===== config.mk =====
export PLATFORM = sky130hd
export DESIGN_NAME = irq_gate_unit
export DESIGN_NICKNAME = d
export VERILOG_FILES = /design/src/rtl/irq_gate_pkg.sv /design/src/rtl/irq_csr_regs.sv /design/src/rtl/irq_enable_logic.sv /design/src/rtl/irq_pending_eval.sv /design/src/rtl/irq_gate_unit.sv
export SDC_FILE = /design/constraint.sdc
export NUM_CORES = 1
export LEC_CHECK = 0
export BUFFER_PORTS_ARGS = -buffer_cell sky130_fd_sc_hd__buf_2
export CORE_MARGIN = 2
export CORE_UTILIZATION = 38
export DETAILED_ROUTE_END_ITERATION = 6
export PLACE_DENSITY = 0.89
export SLEW_MARGIN = 30
export SYNTH_ARGS = -nofsm -noshare
export SYNTH_HDL_FRONTEND = slang
export SYNTH_SLANG_ARGS = --single-unit

===== constraint.sdc =====
create_clock -name clk -period 2.9 [get_ports clk]
set_input_delay 0 -clock clk [delete_from_list [all_inputs] [get_ports clk]]
set_output_delay 0 -clock clk [all_outputs]
set_load 0.01 [all_outputs]

===== src/rtl/irq_gate_pkg.sv =====
package irq_gate_pkg;
  localparam int unsigned WORD_W     = 32;
  localparam int unsigned LINES      = 8;
  localparam int unsigned FIELD_LSB  = 8;
  localparam int unsigned FIELD_MSB  = FIELD_LSB + LINES - 1;
  localparam int unsigned IE_POS     = 0;
  localparam int unsigned EXL_POS    = 1;
  localparam int unsigned ERL_POS    = 2;
  localparam int unsigned EXEMPT_POS = 10;
  localparam logic [WORD_W-1:0] STATUS_RST = 32'h0000_FF04;

  typedef struct packed {
    logic ie;
    logic exl;
    logic erl;
  } gate_bits_t;
endpackage


===== src/rtl/irq_csr_regs.sv =====
module irq_csr_regs
  import irq_gate_pkg::*;
#(
  parameter int unsigned W = WORD_W,
  parameter int unsigned XPOS = EXEMPT_POS,
  parameter logic [W-1:0] ST_RST = STATUS_RST
) (
  input  logic         clk,
  input  logic         rst,
  input  logic         stat_we,
  input  logic [W-1:0] stat_wd,
  input  logic         cause_we,
  input  logic [W-1:0] cause_wd,
  input  logic         thr_we,
  input  logic [W-1:0] thr_wd,
  output logic [W-1:0] status_q,
  output logic [W-1:0] cause_q,
  output logic         exempt_q
);
  logic unused_thr;
  assign unused_thr = ^{thr_wd[W-1:XPOS+1], thr_wd[XPOS-1:0]};

  always_ff @(posedge clk) begin
    if (rst) begin
      status_q <= ST_RST;
      cause_q  <= '0;
      exempt_q <= 1'b0;
    end else begin
      if (stat_we)  status_q <= stat_wd;
      if (cause_we) cause_q  <= cause_wd;
      if (thr_we)   exempt_q <= thr_wd[XPOS];
    end
  end
endmodule


===== src/rtl/irq_enable_logic.sv =====
module irq_enable_logic
  import irq_gate_pkg::*;
(
  input  gate_bits_t gates,
  input  logic       dbg,
  input  logic       exempt,
  output logic       allowed
);
  always_comb begin
    allowed = gates.ie;
    if (gates.exl || gates.erl) allowed = 1'b0;
    if (dbg || exempt)          allowed = 1'b0;
  end
endmodule


===== src/rtl/irq_pending_eval.sv =====
module irq_pending_eval #(
  parameter int unsigned N = 8
) (
  input  logic [N-1:0] pend,
  input  logic [N-1:0] mask,
  input  logic         level_mode,
  output logic         hit
);
  logic [N-1:0] line_hit;
  for (genvar i = 0; i < N; i++) begin : g_line
    assign line_hit[i] = pend[i] & mask[i];
  end

  logic any_line;
  logic above_level;
  assign any_line    = |line_hit;
  assign above_level = pend > mask;
  assign hit         = level_mode ? above_level : any_line;
endmodule


===== src/rtl/irq_gate_unit.sv =====
module irq_gate_unit
  import irq_gate_pkg::*;
#(
  parameter int unsigned W   = WORD_W,
  parameter int unsigned N   = LINES,
  parameter int unsigned LSB = FIELD_LSB
) (
  input  logic         clk,
  input  logic         rst,
  input  logic         stat_wr_en,
  input  logic [W-1:0] stat_wr_data,
  input  logic         cause_wr_en,
  input  logic [W-1:0] cause_wr_data,
  input  logic         thr_wr_en,
  input  logic [W-1:0] thr_wr_data,
  input  logic         dbg_mode,
  input  logic         vec_ctrl_cfg,
  output logic         irq_req
);
  localparam int unsigned MSB = LSB + N - 1;

  logic [W-1:0] status_q;
  logic [W-1:0] cause_q;
  logic         exempt_q;
  logic         allowed;
  logic         pending;
  gate_bits_t   gates;

  irq_csr_regs #(.W(W), .XPOS(EXEMPT_POS), .ST_RST(W'(STATUS_RST))) u_regs (
    .clk(clk), .rst(rst),
    .stat_we(stat_wr_en), .stat_wd(stat_wr_data),
    .cause_we(cause_wr_en), .cause_wd(cause_wr_data),
    .thr_we(thr_wr_en), .thr_wd(thr_wr_data),
    .status_q(status_q), .cause_q(cause_q), .exempt_q(exempt_q)
  );

  assign gates.ie  = status_q[IE_POS];
  assign gates.exl = status_q[EXL_POS];
  assign gates.erl = status_q[ERL_POS];

  irq_enable_logic u_enable (
    .gates(gates), .dbg(dbg_mode), .exempt(exempt_q), .allowed(allowed)
  );

  irq_pending_eval #(.N(N)) u_pend (
    .pend(cause_q[MSB:LSB]), .mask(status_q[MSB:LSB]),
    .level_mode(vec_ctrl_cfg), .hit(pending)
  );

  logic unused_bits;
  assign unused_bits = ^{status_q[W-1:MSB+1], status_q[LSB-1:ERL_POS+1],
                         cause_q[W-1:MSB+1], cause_q[LSB-1:0]};

  always_ff @(posedge clk) begin
    if (rst) irq_req <= 1'b0;
    else     irq_req <= allowed & pending;
  end
endmodule


== After elaboration in Yosys (flattened, before gate mapping) ==
Index checks and enable logic that the tools add are counted.
Cells by class
  magnitude comparators: 1
  shift-type cells: 0
  $add $sub $neg: 0
  div/mod/pow operators: 0
  bitwise operators: 9
  multipliers: 0
  reductions and logical operators: 3
  eq/ne operators: 0
  muxes and demuxes: 3
Operator list (count)
  $and A1 B1 Y1: 9
  $gt A8 B8 Y1: 1
  $reduce_or A8 Y1: 1
  $mux W1: 3
  $logic_or A1 B1 Y1: 2
Word-level totals
  bits in latches: 0
  memories kept: 0
  register bits after elaboration: 34
  RAM bits: 0
  memory bits (read-only): 0

== Longest topological paths before layout ==
  depth in word-level cells: 4
  mapped depth: 6
  mapped depth without buffers: 6

== By module ==
From an unflattened synthesis, not the netlist that was laid out.
Unflattened totals
  cell total of the unflattened synthesis: 256
  area, all modules: 2747.6 um2
By module, submodules not included
  irq_csr_regs: cells each 210, times used 1, area an instance 2347.3 um2
  irq_pending_eval: cells each 42, times used 1, area an instance 359.1 um2
  irq_gate_unit: cells each 2, times used 1, area an instance 28.8 um2
  irq_enable_logic: cells each 2, times used 1, area an instance 12.5 um2

== Worst setup path after synthesis ==
No wires, ideal clock.
  path kind: reg-to-reg
  from: reg u_regs.status_q[9]
  to: reg irq_req
  period minus slack after synthesis: 1.250 ns
  setup time: 0.079 ns
  stages on the path, launching flop included: 7
  data arrival time: 1.170 ns
  slack: 1.650 ns
  cells stage by stage: dfxtp_1 -> inv_1 -> ha_1 -> nor2b_1 -> o211ai_1 -> a21o_1 -> a211oi_2
On the way
  cells in the longest elaborated chain, start to end: 4
  elaborated cells on any way between the ends: 5
RTL lines
  start, declared: RTL line irq_csr_regs.sv:16  | output logic [W-1:0] status_q,
  start signal, assigned: RTL line irq_csr_regs.sv:29  | if (stat_we) status_q <= stat_wd;
  parallel branches: the longest is 2 deep, another holds $gt A8 B8 Y1
  $mux W1 (*): RTL line irq_pending_eval.sv:18  | assign hit = level_mode ? above_level : any_line;
  $and A1 B1 Y1 (*): RTL line irq_gate_unit.sv:56  | else irq_req <= allowed & pending;
  end signal, assigned: RTL line irq_gate_unit.sv:56
  end, declared: RTL line irq_gate_unit.sv:18  | output logic irq_req
Mark *: on every way between the ends.
A chain may end at the register's enable or synchronous reset.

== Final worst setup path ==
Ends and elaborated chain as after synthesis.

==> results_dict.tcl <==
set metrics [dict create \
    status "finished, final reports clean" \
    cts.clk_slew.worst_paths_ns 0.12 \
    cts_resized 0 \
    chipWidth_um 56.59 \
    grt_antenna_before_repair 0 \
    drt_iter0_drc 11 \
    io_pins 104 \
    core_area_mm2 0.002686 \
    grt_max_degree 19 \
    r2r-end "irq_req" \
    syn_inst 109 \
    rr_worst_depth 6 \
    grt_pass1_wl_um 3974 \
    vias 910 \
    r2r_slack_ns 1.52 \
    avgViaCountPerCell 4.815 \
    slowest_stage "dfxtp_1" \
    final_cell_mix "buf_2, dlygate4sd3_1, dfxtp_1" \
    powerDensity_mw_per_mm2 392.5 \
    crit_required_ns 3.13 \
    grt_pass1_vias 941 \
    setup_violations 0 \
    num_rows 19 \
    place_congestion 0.7568 \
    synth_nets 228 \
    utilization 0.5412 \
    arrival_ns 1.61 \
    final-hold-violation-count 0 \
    port_buffers 27 \
    layout_commonest_cell "buf_2" \
    clockRootBuffer "clkbuf_4" \
    drv_slew 0 \
    drtAntennaViolNets 0 \
    dp_slack_ns 1.552 \
    grt_usage 0.1580 \
    crit_buf_inv 1 \
    synth_cell_types 20 \
    drv_cap 0 \
    grt.overflow.total 0 \
    max-slew-margin-rel 0.7762 \
    cts_setup_buffers 0 \
    holdWs_ns 0.02275 \
    start_util 0.3912 \
    cp_max_fo 2 \
    hold_depth 2 \
    rsz0062_at_grt "false" \
    fin_area_mm2 0.001454 \
    fin_worst_skew_ns 0.002492 \
    end_kind "register" \
    holdPathEnd "u_regs.cause_q[10]" \
    synth_area_mm2 0.001051 \
    period_minus_slack_ns 1.379 \
    dpl_cell_area_mm2 0.001206 \
    path_cells "inv_1, ha_1, nor2b_1, o211ai_1, a21o_1, a211oi_2" \
    yosys_warnings 0 \
    holdBufCountCts 22 \
    n_antenna_cell 0 \
    cts_tree "built" \
    setup_ws_ns 1.521 \
    cts_buffer_depth 2 \
    vdd_drop_max_uv 372.6 \
    nets 278 \
    crit_path_max_incr_delay_ns 0.36 \
    detailed_place_hpwl_um 1540 \
    detail_route.wl_per_cell_um 11.78 \
    worstSkewPairLatency_ns 0.31 \
    routed_wl_um 2227 \
    timing.setup.tns_ns 0 \
    ys_seq_area_frac 0.4000 \
    dieArea_mm2 0.003202 \
    start_kind "register" \
    power.leakage_nw 0.7376 \
    cts_buffers 3 \
    firstDrtPassIters 4 \
    max_clock_freq_ghz 0.7254 \
    route.detailed.drc 0 \
    critPathTopFamily "compound AO/OA/AOI/OAI gates" \
    layout-drive-gt1-share 0.2025 \
    cts.sinks 21 \
    holdCritPathClass "in2reg" \
    post-route-period-util 0.4754 \
    max_slew.worst_pin.slew_ns 0.3357 \
    ctsHtreeMaxLevel 1 \
    synth.avg_cell_area_um2 9.642 \
    synth-seq-cells 21 \
    r2r_start "u_regs.status_q[9]" \
    dieHeight_um 56.59 \
    area.growth.synth_to_final_pct 38.33 \
    hold_start "rst" \
    path_class "reg2reg" \
]
## layout make-up
class	count	area, um2
sequential	21	420.4
tap	31	38.79
fill	246	1232
inverter	9	33.78
clock buffer	3	22.52
clock inverter	1	5.005
multi-input combinational	75	578.1
timing repair buffer	49	355.3
## synthesized netlist by cell type
master,count,area [um2]
nand4_1,2,12.51
dfxtp_1,21,420.4
clkbuf_1,1,3.750
clkinv_1,1,3.750
nor2_1,12,45.04
mux2i_1,13,130.1
nand4b_1,1,8.760
nand2_1,10,37.54
ha_1,16,200.2
a21oi_1,2,10.01
nor2b_1,1,6.260
o211ai_1,8,60.06
inv_1,8,30.03
nor3_1,2,10.01
a211oi_2,1,12.51
nor4_1,2,12.51
nand3b_1,1,7.510
a21o_1,2,15.01
nand3_1,2,10.01
buf_2,3,15.01
## power breakdown
part           total (W)  internal, W  switching [W]
combinational   0.000108    0.0000608      0.0000468
clock           0.000145    0.0000515      0.0000939
sequential      0.000318     0.000306      0.0000116
total           0.000571     0.000418       0.000152
## worst reg2reg max path: stages (launching register included)
cell,delay [ns]
dfxtp_1,0.36
inv_1,0.06
ha_1,0.28
nor2b_1,0.13
o211ai_1,0.08
a21o_1,0.17
a211oi_2,0.23
## stage by stage
step	total power, W	cells
after global routing	0.0006054	189
after detailed placement	0.0004080	163
after global placement	0.0004044	163
final	0.0005706	189
after CTS	0.0005769	189
after floorplan	0.0003768	109
## per-layer routing
metal  part of all wire  vias to the layer above  track usage
met5                  0                        -            0
met4             0.0081                        0      0.06122
li1                   -                      472            -
met3              0.045                        4      0.03456
met1               0.44                      412       0.1853
met2               0.50                       22       0.2774
## flip-flops by register name (all words and copies together), names as in the netlist
name and count:
u_regs.status_q 11, u_regs.cause_q 8, irq_req 1, u_regs.exempt_q 1
## kinds of logic after synthesis
group | Yosys count | share of synthesized area
flops | 21 | 0.4000
mux | 13 | 0.1238
simple gates | 33 | 0.1429
compound gates | 13 | 0.09285
fa+ha+maj | 16 | 0.1905
buf+inv | 13 | 0.04999
## how the worst max path moves through the flow
| stage | from | endpoint | slack (ns) | depth (start not counted) |
|---|---|---|---|---|
| after floorplan | u_regs.status_q[9] | irq_req | 1.65 | 6 |
| after global placement | u_regs.status_q[9] | irq_req | 1.57 | 6 |
| after detailed placement | u_regs.status_q[9] | irq_req | 1.55 | 6 |
| after CTS | u_regs.status_q[9] | irq_req | 1.51 | 6 |
| after global routing | u_regs.status_q[9] | irq_req | 1.43 | 6 |
| final | u_regs.status_q[9] | irq_req | 1.52 | 6 |
Note: power is estimated with default switching activity, not from simulation.
